==> config.mk <==
export PLATFORM = sky130hd
export DESIGN_NAME = rf_mem_datapath
export DESIGN_NICKNAME = d
export VERILOG_FILES = /design/src/rtl/rfdp_pkg.sv /design/src/rtl/rfdp_regfile.sv /design/src/rtl/rfdp_alu.sv /design/src/rtl/rfdp_ram.sv /design/src/rtl/rf_mem_datapath.sv
export SDC_FILE = /design/constraint.sdc
export NUM_CORES = 2
export LEC_CHECK = 0
export ABC_CLOCK_PERIOD_IN_PS = 5800
export BUFFER_PORTS_ARGS = -buffer_cell sky130_fd_sc_hd__buf_4
export CORE_MARGIN = 10
export CORE_UTILIZATION = 35
export DETAILED_ROUTE_END_ITERATION = 6
export PLACE_DENSITY = 0.6
export SETUP_SLACK_MARGIN = 0.1
export SLEW_MARGIN = 20
export SYNTH_ARGS = -nofsm -noshare
export SYNTH_HDL_FRONTEND = slang
export SYNTH_SLANG_ARGS = --single-unit
==> constraint.sdc <==
create_clock -name clk -period 5.8 [get_ports clk]
set_clock_uncertainty 0.15 [all_clocks]
set_input_delay 0.29 -clock clk [delete_from_list [all_inputs] [get_ports clk]]
set_output_delay 0.29 -clock clk [all_outputs]
set_load 0.005 [all_outputs]
==> src/rtl/rfdp_pkg.sv <==
package rfdp_pkg;
  localparam int unsigned OP_W = 5;

  typedef enum logic [OP_W-1:0] {
    OP_PASS_A = 5'b00000,
    OP_INC    = 5'b00001,
    OP_ADD    = 5'b00010,
    OP_ADDC   = 5'b00011,
    OP_ADD_NB = 5'b00100,
    OP_SUB    = 5'b00101,
    OP_DEC    = 5'b00110,
    OP_AND    = 5'b01000,
    OP_OR     = 5'b01010,
    OP_XOR    = 5'b01100,
    OP_NOT    = 5'b01110,
    OP_PASS_B = 5'b10000,
    OP_SHR    = 5'b10100,
    OP_SHL    = 5'b11000
  } alu_op_e;
endpackage

==> src/rtl/rfdp_regfile.sv <==
module rfdp_regfile #(
  parameter int unsigned DW   = 8,
  parameter int unsigned NREG = 8,
  localparam int unsigned RW  = $clog2(NREG)
) (
  input  logic          clk,
  input  logic          rst,
  input  logic          we,
  input  logic [RW-1:0] waddr,
  input  logic [DW-1:0] wdata,
  input  logic [RW-1:0] raddr_a,
  input  logic [RW-1:0] raddr_b,
  output logic [DW-1:0] rdata_a,
  output logic [DW-1:0] rdata_b
);
  logic [DW-1:0] regs [NREG];

  always_ff @(posedge clk) begin
    if (rst) begin
      for (int i = 0; i < NREG; i++) regs[i] <= '0;
    end else if (we) begin
      regs[waddr] <= wdata;
    end
  end

  // Asynchronous reads: old contents are visible until the edge.
  assign rdata_a = regs[raddr_a];
  assign rdata_b = regs[raddr_b];

  assert_reset_clears_R1: assert property (@(posedge clk)
    rst |=> (regs[0] == '0) && (regs[NREG-1] == '0));

  assert_write_lands_R2: assert property (@(posedge clk) disable iff (rst)
    we |=> regs[$past(waddr)] == $past(wdata));
endmodule

==> src/rtl/rfdp_alu.sv <==
module rfdp_alu
  import rfdp_pkg::*;
#(
  parameter int unsigned DW = 8
) (
  input  logic [DW-1:0]   a,
  input  logic [DW-1:0]   b,
  input  logic [OP_W-1:0] op,
  output logic [DW-1:0]   f,
  output logic            c,
  output logic            v
);
  logic [DW-1:0] y;
  logic          cin;
  logic          arith;
  logic [DW:0]   sum;

  // Adder operand selection for the arithmetic group.
  always_comb begin
    y     = '0;
    cin   = 1'b0;
    arith = 1'b1;
    case (op)
      OP_PASS_A: ;
      OP_INC:    cin = 1'b1;
      OP_ADD:    y = b;
      OP_ADDC:   begin y = b;  cin = 1'b1; end
      OP_ADD_NB: y = ~b;
      OP_SUB:    begin y = ~b; cin = 1'b1; end
      OP_DEC:    y = '1;
      default:   arith = 1'b0;
    endcase
  end

  assign sum = {1'b0, a} + {1'b0, y} + (DW+1)'(cin);

  always_comb begin
    c = 1'b0;
    v = 1'b0;
    if (arith) begin
      f = sum[DW-1:0];
      c = sum[DW];
      v = (a[DW-1] == y[DW-1]) && (sum[DW-1] != a[DW-1]);
    end else begin
      case (op)
        OP_AND:    f = a & b;
        OP_OR:     f = a | b;
        OP_XOR:    f = a ^ b;
        OP_NOT:    f = ~a;
        OP_PASS_B: f = b;
        OP_SHR:    f = b >> 1;
        OP_SHL:    f = b << 1;
        default:   f = '0;
      endcase
    end
  end
endmodule

==> src/rtl/rfdp_ram.sv <==
module rfdp_ram #(
  parameter int unsigned DW = 8,
  parameter int unsigned AW = 8,
  localparam int unsigned DEPTH = 1 << AW
) (
  input  logic          clk,
  input  logic          rst,
  input  logic          we,
  input  logic [AW-1:0] addr,
  input  logic [DW-1:0] wdata,
  output logic [DW-1:0] rdata
);
  logic [DW-1:0] mem [DEPTH];

  always_ff @(posedge clk) begin
    if (we) mem[addr] <= wdata;
  end

  assign rdata = mem[addr];

  assert_mem_write_R7: assert property (@(posedge clk) disable iff (rst)
    we |=> mem[$past(addr)] == $past(wdata));

  assert_mem_hold_R7: assert property (@(posedge clk) disable iff (rst)
    !we |=> mem[$past(addr)] == $past(rdata));
endmodule

==> src/rtl/rf_mem_datapath.sv <==
module rf_mem_datapath
  import rfdp_pkg::*;
#(
  parameter int unsigned DW     = 8,
  parameter int unsigned NREG   = 8,
  parameter int unsigned MEM_AW = DW,
  localparam int unsigned RW    = $clog2(NREG)
) (
  input  logic            clk,
  input  logic            rst,
  input  logic            rf_we_i,
  input  logic [RW-1:0]   wsel_i,
  input  logic [RW-1:0]   asel_i,
  input  logic [RW-1:0]   bsel_i,
  input  logic            bsel_const_i,
  input  logic [OP_W-1:0] op_i,
  input  logic            mem_we_i,
  input  logic            wb_mem_i,
  input  logic [DW-1:0]   const_i,
  output logic [DW-1:0]   a_data_o,
  output logic [DW-1:0]   b_data_o,
  output logic [DW-1:0]   wb_data_o,
  output logic            flag_v_o,
  output logic            flag_c_o,
  output logic            flag_n_o,
  output logic            flag_z_o
);
  logic [DW-1:0] b_side;
  logic [DW-1:0] alu_f;
  logic          alu_c;
  logic          alu_v;
  logic [DW-1:0] mem_q;

  rfdp_regfile #(.DW(DW), .NREG(NREG)) u_rf (
    .clk     (clk),
    .rst     (rst),
    .we      (rf_we_i),
    .waddr   (wsel_i),
    .wdata   (wb_data_o),
    .raddr_a (asel_i),
    .raddr_b (bsel_i),
    .rdata_a (a_data_o),
    .rdata_b (b_data_o)
  );

  assign b_side = bsel_const_i ? const_i : b_data_o;

  rfdp_alu #(.DW(DW)) u_alu (
    .a  (a_data_o),
    .b  (b_side),
    .op (op_i),
    .f  (alu_f),
    .c  (alu_c),
    .v  (alu_v)
  );

  // Memory address comes only from register port A.
  rfdp_ram #(.DW(DW), .AW(MEM_AW)) u_ram (
    .clk   (clk),
    .rst   (rst),
    .we    (mem_we_i),
    .addr  (a_data_o[MEM_AW-1:0]),
    .wdata (b_side),
    .rdata (mem_q)
  );

  assign wb_data_o = wb_mem_i ? mem_q : alu_f;

  always_ff @(posedge clk) begin
    if (rst) begin
      {flag_v_o, flag_c_o, flag_n_o, flag_z_o} <= '0;
    end else begin
      flag_v_o <= alu_v;
      flag_c_o <= alu_c;
      flag_n_o <= alu_f[DW-1];
      flag_z_o <= (alu_f == '0);
    end
  end

  assert_add_sum_R5: assert property (@(posedge clk) disable iff (rst)
    (op_i == OP_ADD) |->
      alu_f == DW'(a_data_o + (bsel_const_i ? const_i : b_data_o)));

  assert_zero_flag_R6: assert property (@(posedge clk) disable iff (rst)
    1'b1 |=> flag_z_o == ($past(alu_f) == '0));
endmodule

* Word-level counts from Yosys, hierarchy flattened
Memories as Yosys holds them, arrays and structs flattened.
Index checks and enable logic that the tools add are counted.
** Storage, ports and cells
- Input bits :: 28
- RAM bits :: 2112
- Register bits :: 4
- Latch bits :: 0
- Memories :: 2
- Output and inout bits :: 28
- Memory bits (read-only) :: 0
** Cells by class
- Magnitude comparators :: 0
- Reductions and logical operators :: 9
- Add/subtract/negate cells :: 2
- Equality and inequality tests :: 15
- Multiplexer cells :: 17
- Div/mod/pow operators :: 0
- Bitwise operators :: 6
- Multiply operators :: 0
- Shift operators :: 0
** Memories
- u_ram.mem :: words 256, width 8, rd ports 1, clocked after memory_dff 0, wr ports 1, RTL line rfdp_ram.sv:13 : logic [DW-1:0] mem [DEPTH];
- u_rf.regs :: words 8, width 8, rd ports 2, clocked after memory_dff 0, wr ports 8, RTL line rfdp_regfile.sv:16 : logic [DW-1:0] regs [NREG];
** Operators with widths (number)
- 8-bit one-hot mux with 7 select lines :: 1
- 8-bit 2-to-1 mux :: 4
- 8-bit one-hot mux with 3 select lines :: 1
- 5-bit by 4-bit == test with 1-bit output (second input constant) :: 4
- 8-bit inverter :: 2
- 5-bit by 3-bit == test with 1-bit output (second input constant) :: 3
- 5-bit == test (second input constant) :: 3
- 5-bit by 2-bit == test with 1-bit output (second input constant) :: 2
- 1-bit 2-to-1 mux :: 10
- 8-bit by 8-bit adder with 9-bit output :: 1
- 9-bit by 1-bit adder with 9-bit output :: 1
- 8-bit bitwise AND :: 1
- 8-bit zero test :: 1
- 8-bit bitwise OR :: 1
- 8-bit OR reduction :: 1
- 8-bit bitwise XOR :: 1
- 7-bit OR reduction :: 1
- 2-bit OR reduction :: 3
- 5-bit by 1-bit == test with 1-bit output (second input constant) :: 1
- 5-bit zero test :: 1
- 3-bit 2-to-1 mux :: 1
- 3-bit OR reduction :: 1
- 1-bit == test :: 1
- 1-bit logical AND :: 1
- other kinds (2) :: 2

* Longest topological paths before layout
An unclocked memory read counts as a cell.
- Depth in word-level cells :: 9
- Mapped depth :: 21
- Mapped depth without buffers :: 17

* By module
Synthesis repeated with hierarchy kept, for this count alone.
** Second synthesis, totals
- Cell total of the unflattened synthesis :: 3968
- Area, all modules :: 83403.7 um2
** By module, submodules not included
- rfdp_ram :: instances 1, area each 78332.6 um2, cells each 3539, sequential area each 61499.0 um2
- rfdp_regfile :: instances 1, area each 3525.9 um2, cells each 222, sequential area each 1921.8 um2
- rfdp_alu :: instances 1, area each 1229.9 um2, cells each 179, sequential area each 0.0 um2
- rf_mem_datapath :: instances 1, area each 315.3 um2, cells each 28, sequential area each 80.1 um2

* Worst setup path before layout
Ideal clock, no wire load.
- Path type :: input -> register
- Start :: input port bsel_i[0]
- End :: register flag_z_o
- Stages on the path :: 11
- Arrival :: 5917 ps
- Data required time :: 5572 ps
- Path slack :: -345 ps
- Path buffers :: 2
- Path through :: clkbuf_1 -> buf_2 -> mux4_2 -> mux2_2 -> mux2i_1 -> inv_1 -> ha_1 -> mux4_2 -> a211o_1 -> or4_1 -> nor3_1
** On the way
- Word-level cells in the longest chain between the ends :: 8
- Elaborated cells on any way between the ends :: 12
- Those cells by class :: add/sub (2); mux (4); bitwise (4); reduce/logical (1); memory (1)
** RTL lines
- from (decl) :: RTL line rf_mem_datapath.sv:14 : input logic [RW-1:0] bsel_i,
- memory 8 x 8 bit *
- net b_data_o[2] :: RTL line rf_mem_datapath.sv:21 : output logic [DW-1:0] b_data_o,
- 8-bit 2-to-1 mux * :: RTL line rf_mem_datapath.sv:46 : assign b_side = bsel_const_i ? const_i : b_data_o;
- net b_side[2] :: RTL line rf_mem_datapath.sv:28 : logic [DW-1:0] b_side;
- 8-bit inverter :: RTL line rfdp_alu.sv:28, rfdp_alu.sv:29
- 8-bit one-hot mux with 3 select lines :: RTL line rfdp_alu.sv:23 : case (op)
- 8-bit by 8-bit adder with 9-bit output :: RTL line rfdp_alu.sv:35 : assign sum = {1'b0, a} + {1'b0, y} + (DW+1)'(cin);
- 9-bit by 1-bit adder with 9-bit output :: RTL line rfdp_alu.sv:35
- 8-bit 2-to-1 mux * :: RTL line rfdp_alu.sv:40 : if (arith) begin
- 8-bit zero test * :: RTL line rf_mem_datapath.sv:76 : flag_z_o <= (alu_f == '0);
- to (signal assigned) :: RTL line rf_mem_datapath.sv:76
- to (decl) :: RTL line rf_mem_datapath.sv:26 : output logic flag_z_o
The timed path passes the listed nets; every way through them passes the cells marked *.
A chain may end at the register's enable or synchronous reset.

==> summary.txt <==
Global routing
  • Initial antenna violation count: 9
  • M2 GR Usage: 28.17%
  • Grt ovf: 0
  • Largest net degree at the start of global routing: 257
  • M3 GR Usage: 4.323%
  • Vias in the first global route: 45,013
  • Met1 Resource Use GR: 25.19%
  • Grt peak-use layer: met2
  • GRT Total Usage: 18.34%
  • Global-route wire length before repair: 345,100 µm

Timing
  • Tightest Pin Transition: 1.165 ns
  • Final worst-path cycle share: 97.84%
  • Final min period: 5.675 ns
  • Rel. slew slack: 20.11%
  • Peak Freq: 176.2 MHz
  • Endpoints failing setup: 0
  • Fin Hold WS: 0.09041 ns
  • Fin. Hold Viols: 0
  • RSZ-0062 raised after global routing: yes
  • Final worst slack: 0.1253 ns
  • Max-slew violations: 0

Clocking
  • H-tree Lvls: 4
  • Sink Count: 2,116
  • CTS tree: built
  • Clock latency on the worst-skew pair: 0.88 ns
  • Root buf cell: clkbuf_16
  • CTS max path bufs: 3
  • CTS Buf Count: 206
  • CTS clock-pin slew for the worst setup and hold paths: 0.06 ns

Job
  • Number of max-cap violations: 0

Worst setup path
  • Crit. End Element: output pin
  • R2r setup slk: 0.69 ns
  • Reg2Reg Depth: 17
  • RR Startpoint: u_rf.regs[3][1]$_SDFFCE_PN0P_
  • Critical Path AT: 5.23 ns
  • Crit path launch: u_rf.regs[2][0]$_SDFFCE_PN0P_
  • Critical path startpoint category: flip-flop
  • CP Class: flip-flop to output pin
  • CP max FO: 15
  • FF-to-FF End: flag_z_o$_SDFF_PP0_
  • WP data required: 5.36 ns

Pwr
  • Maximum vdd drop: 0.3783 mV
  • Comb pwr share: 11.1%
  • Leakage power total: 0.03062 µW
  • Psw: 8341 µW
  • Total power: 34,120 µW
  • Power density cells: 349.3 mW/mm²
  • Int Pwr: 25,780 µW
  • Clk pwr share: 38.6%
  • Reg power frac: 50.3%
  • Switch share: 24.44%

Synthesis
  • Synth Flop Type: edfxtp_1
  • Yosys cell types: 72
  • Register bit count reported by yosys: 2,116
  • Sequential-to-total area share from yosys stat: 75.49%
  • FFs w/ async S/R, synth: 0%
  • YS warnings: 0
  • Number of synthesized flops with an enable pin: 2,112
  • Syn nets: 4,262
  • Synth Cell Area: 0.08412 mm²
  • Synthesized instance count: 4,209
  • Mean post-synth cell area: 19.99 µm²

Cells and area
  • Fin area: 0.09768 mm²
  • Nets: 4,659
  • Layout cells sized above 1: 27.51%
  • Area growth syn-to-layout: 16.12%
  • Fillers: 20,904

Detailed routing
  • Vias per std cell: 5.711
  • DR vias: 45,376
  • Drt pass-1 iters: 5
  • Drt wl/cell: 30.91 µm
  • Total wire length: 245,600 µm
  • Routed Antenna Nets: 0
  • Initial DRC count: 6,228
  • Drt drc: 0

Floorplanning
  • Row cnt: 179
  • I/O Pins: 56
  • Starting Density: 35.27%
  • Chip width: 510.3 µm
  • CORE AREA: 0.2385 mm²
  • Die area: 0.2604 mm²
  • Chip height: 510.3 µm

Placed design
  • IO Port Bufs: 55
  • Routability cong.: 0.8739
  • DP HPWL: 151,200 µm
  • DP Area: 0.09018 mm²
  • Pre-CTS setup slack: 0.02673 ns

Hold path
  • Hold Path Class: input port to flip-flop
  • Hold endpoint: flag_n_o$_SDFF_PP0_
  • WHS Path Cells: 3
  • Hold_sp: rst

Run status
  • Outcome: completed
-- worst max-delay path: stages, from the launching register on --
cell	delay (ns)
edfxtp_1	0.36
mux2i_1	0.07
mux4_4	0.73
buf_4	0.30
inv_16	0.22
buf_4	0.25
mux4_2	0.57
a22oi_1	0.19
a21oi_1	0.24
nor4_4	0.43
nand4_1	0.51
o21ai_4	0.23
inv_1	0.07
buf_4	0.14
-- logic make-up (layout without fill, tap and decap cells) --
kind of cell	count (synthesis)	after routing	share of synthesized area, %
flip-flops	2116	2116	75.49
AND/OR/NAND/NOR	742	742	3.946
multiplexers	599	599	14.54
AO/OA/AOI/OAI	417	417	3.660
buffers and inverters	305	869	1.925
adder cells (fa/ha/maj)	25	25	0.3897
XOR/XNOR	5	5	0.05206
other	0	5	0
-- power by group through the flow --
stage	clock network [µW]	logic (µW)	registers, µW
floorplan	0	2040	17600
global placement	0	3540	17500
detailed placement	0	3590	17500
CTS	13300	3710	17200
global route	13900	3940	17200
finish	13200	3790	17200
-- metrics by stage --
step,std cells,setup TNS [ns],util [%]
3_3_place_gp,7523,-1.042,37.80
3_5_place_dp,7523,0,37.81
5_1_grt,7942,0,40.95
6_report,7945,0,40.95
2_1_floorplan,4209,0,-
4_1_cts,7929,0,40.82
-- cells in the mapped netlist, types with 18 or more instances --
library cell | n | share of area [%]
mux4_2 | 494 | 13
ha_1 | 23 | 0.34
mux2i_1 | 88 | 1.0
nand3_1 | 47 | 0.28
nand2_1 | 192 | 0.86
a22oi_1 | 196 | 1.7
clkbuf_1 | 103 | 0.46
nor2_1 | 292 | 1.3
buf_1 | 26 | 0.12
buf_6 | 27 | 0.36
buf_4 | 44 | 0.39
nor4_1 | 22 | 0.16
nand4_1 | 18 | 0.13
buf_2 | 68 | 0.40
o22ai_1 | 29 | 0.22
nor3_1 | 78 | 0.46
edfxtp_1 | 2112 | 75
a2111oi_0 | 23 | 0.24
and3_1 | 42 | 0.31
inv_1 | 31 | 0.14
a21oi_1 | 63 | 0.37
-- flip-flops by register name (all words and copies together) (netlist names) --
signal / flops
u_ram.mem: 2048
u_rf.regs: 64
flag_c_o: 1
flag_n_o: 1
flag_v_o: 1
flag_z_o: 1
-- cell type report --
type	instances	area [µm²]	area share, %
clock buffer	257	5389	5.517
inverter	36	221.5	0.2267
sequential	2116	63500	65.01
timing repair inverter	3	61.31	0.06276
multi-input combinational	1788	19400	19.86
timing repair buffer	455	3939	4.032
tap	3167	3963	4.057
clock inverter	118	1191	1.219
antenna	5	12.51	0.01281
-- placed cells by master (no fill, tap or decap), drive strengths merged, types with 13 or more instances in the layout --
| cell type | instances |
|---|---|
| a2111oi | 23 |
| a21oi | 63 |
| a22o | 13 |
| a22oi | 196 |
| and3 | 42 |
| buf | 436 |
| bufinv | 16 |
| clkbuf | 259 |
| clkinv | 91 |
| dlygate4sd3 | 14 |
| edfxtp | 2112 |
| ha | 23 |
| inv | 39 |
| mux2 | 14 |
| mux2i | 91 |
| mux4 | 494 |
| nand2 | 192 |
| nand2b | 15 |
| nand3 | 47 |
| nand4 | 18 |
| nor2 | 292 |
| nor3 | 79 |
| nor4 | 22 |
| o22ai | 29 |
-- worst max path at each step --
stage	to	slack, ns	depth (start not counted)
after global routing	wb_data_o[6]	0.05	19
after detailed placement	wb_data_o[7]	0.03	14
after CTS	wb_data_o[7]	0.07	13
final	wb_data_o[7]	0.13	13
after global placement	wb_data_o[7]	-0.28	14
after floorplan	flag_z_o$_SDFF_PP0_	0.10	11
-- routing by layer --
layer	vias up	part of all wire (%)	routed length, µm
met2	2500	46	111900
met3	460	10	24920
met5	-	0.019	47
li1	18292	-	-
met4	6	4.3	10660
met1	24118	40	98080
-- what timing repair did --
item,CTS,global route
hold endpoints to repair,39,0
hold buffers,14,0
pin swaps,11,6
setup endpoints to repair,8,8
gates cloned,5,2
setup buffers,12,7
gates resized for setup,46,30
No activity file was read; power rests on OpenSTA's default activity.
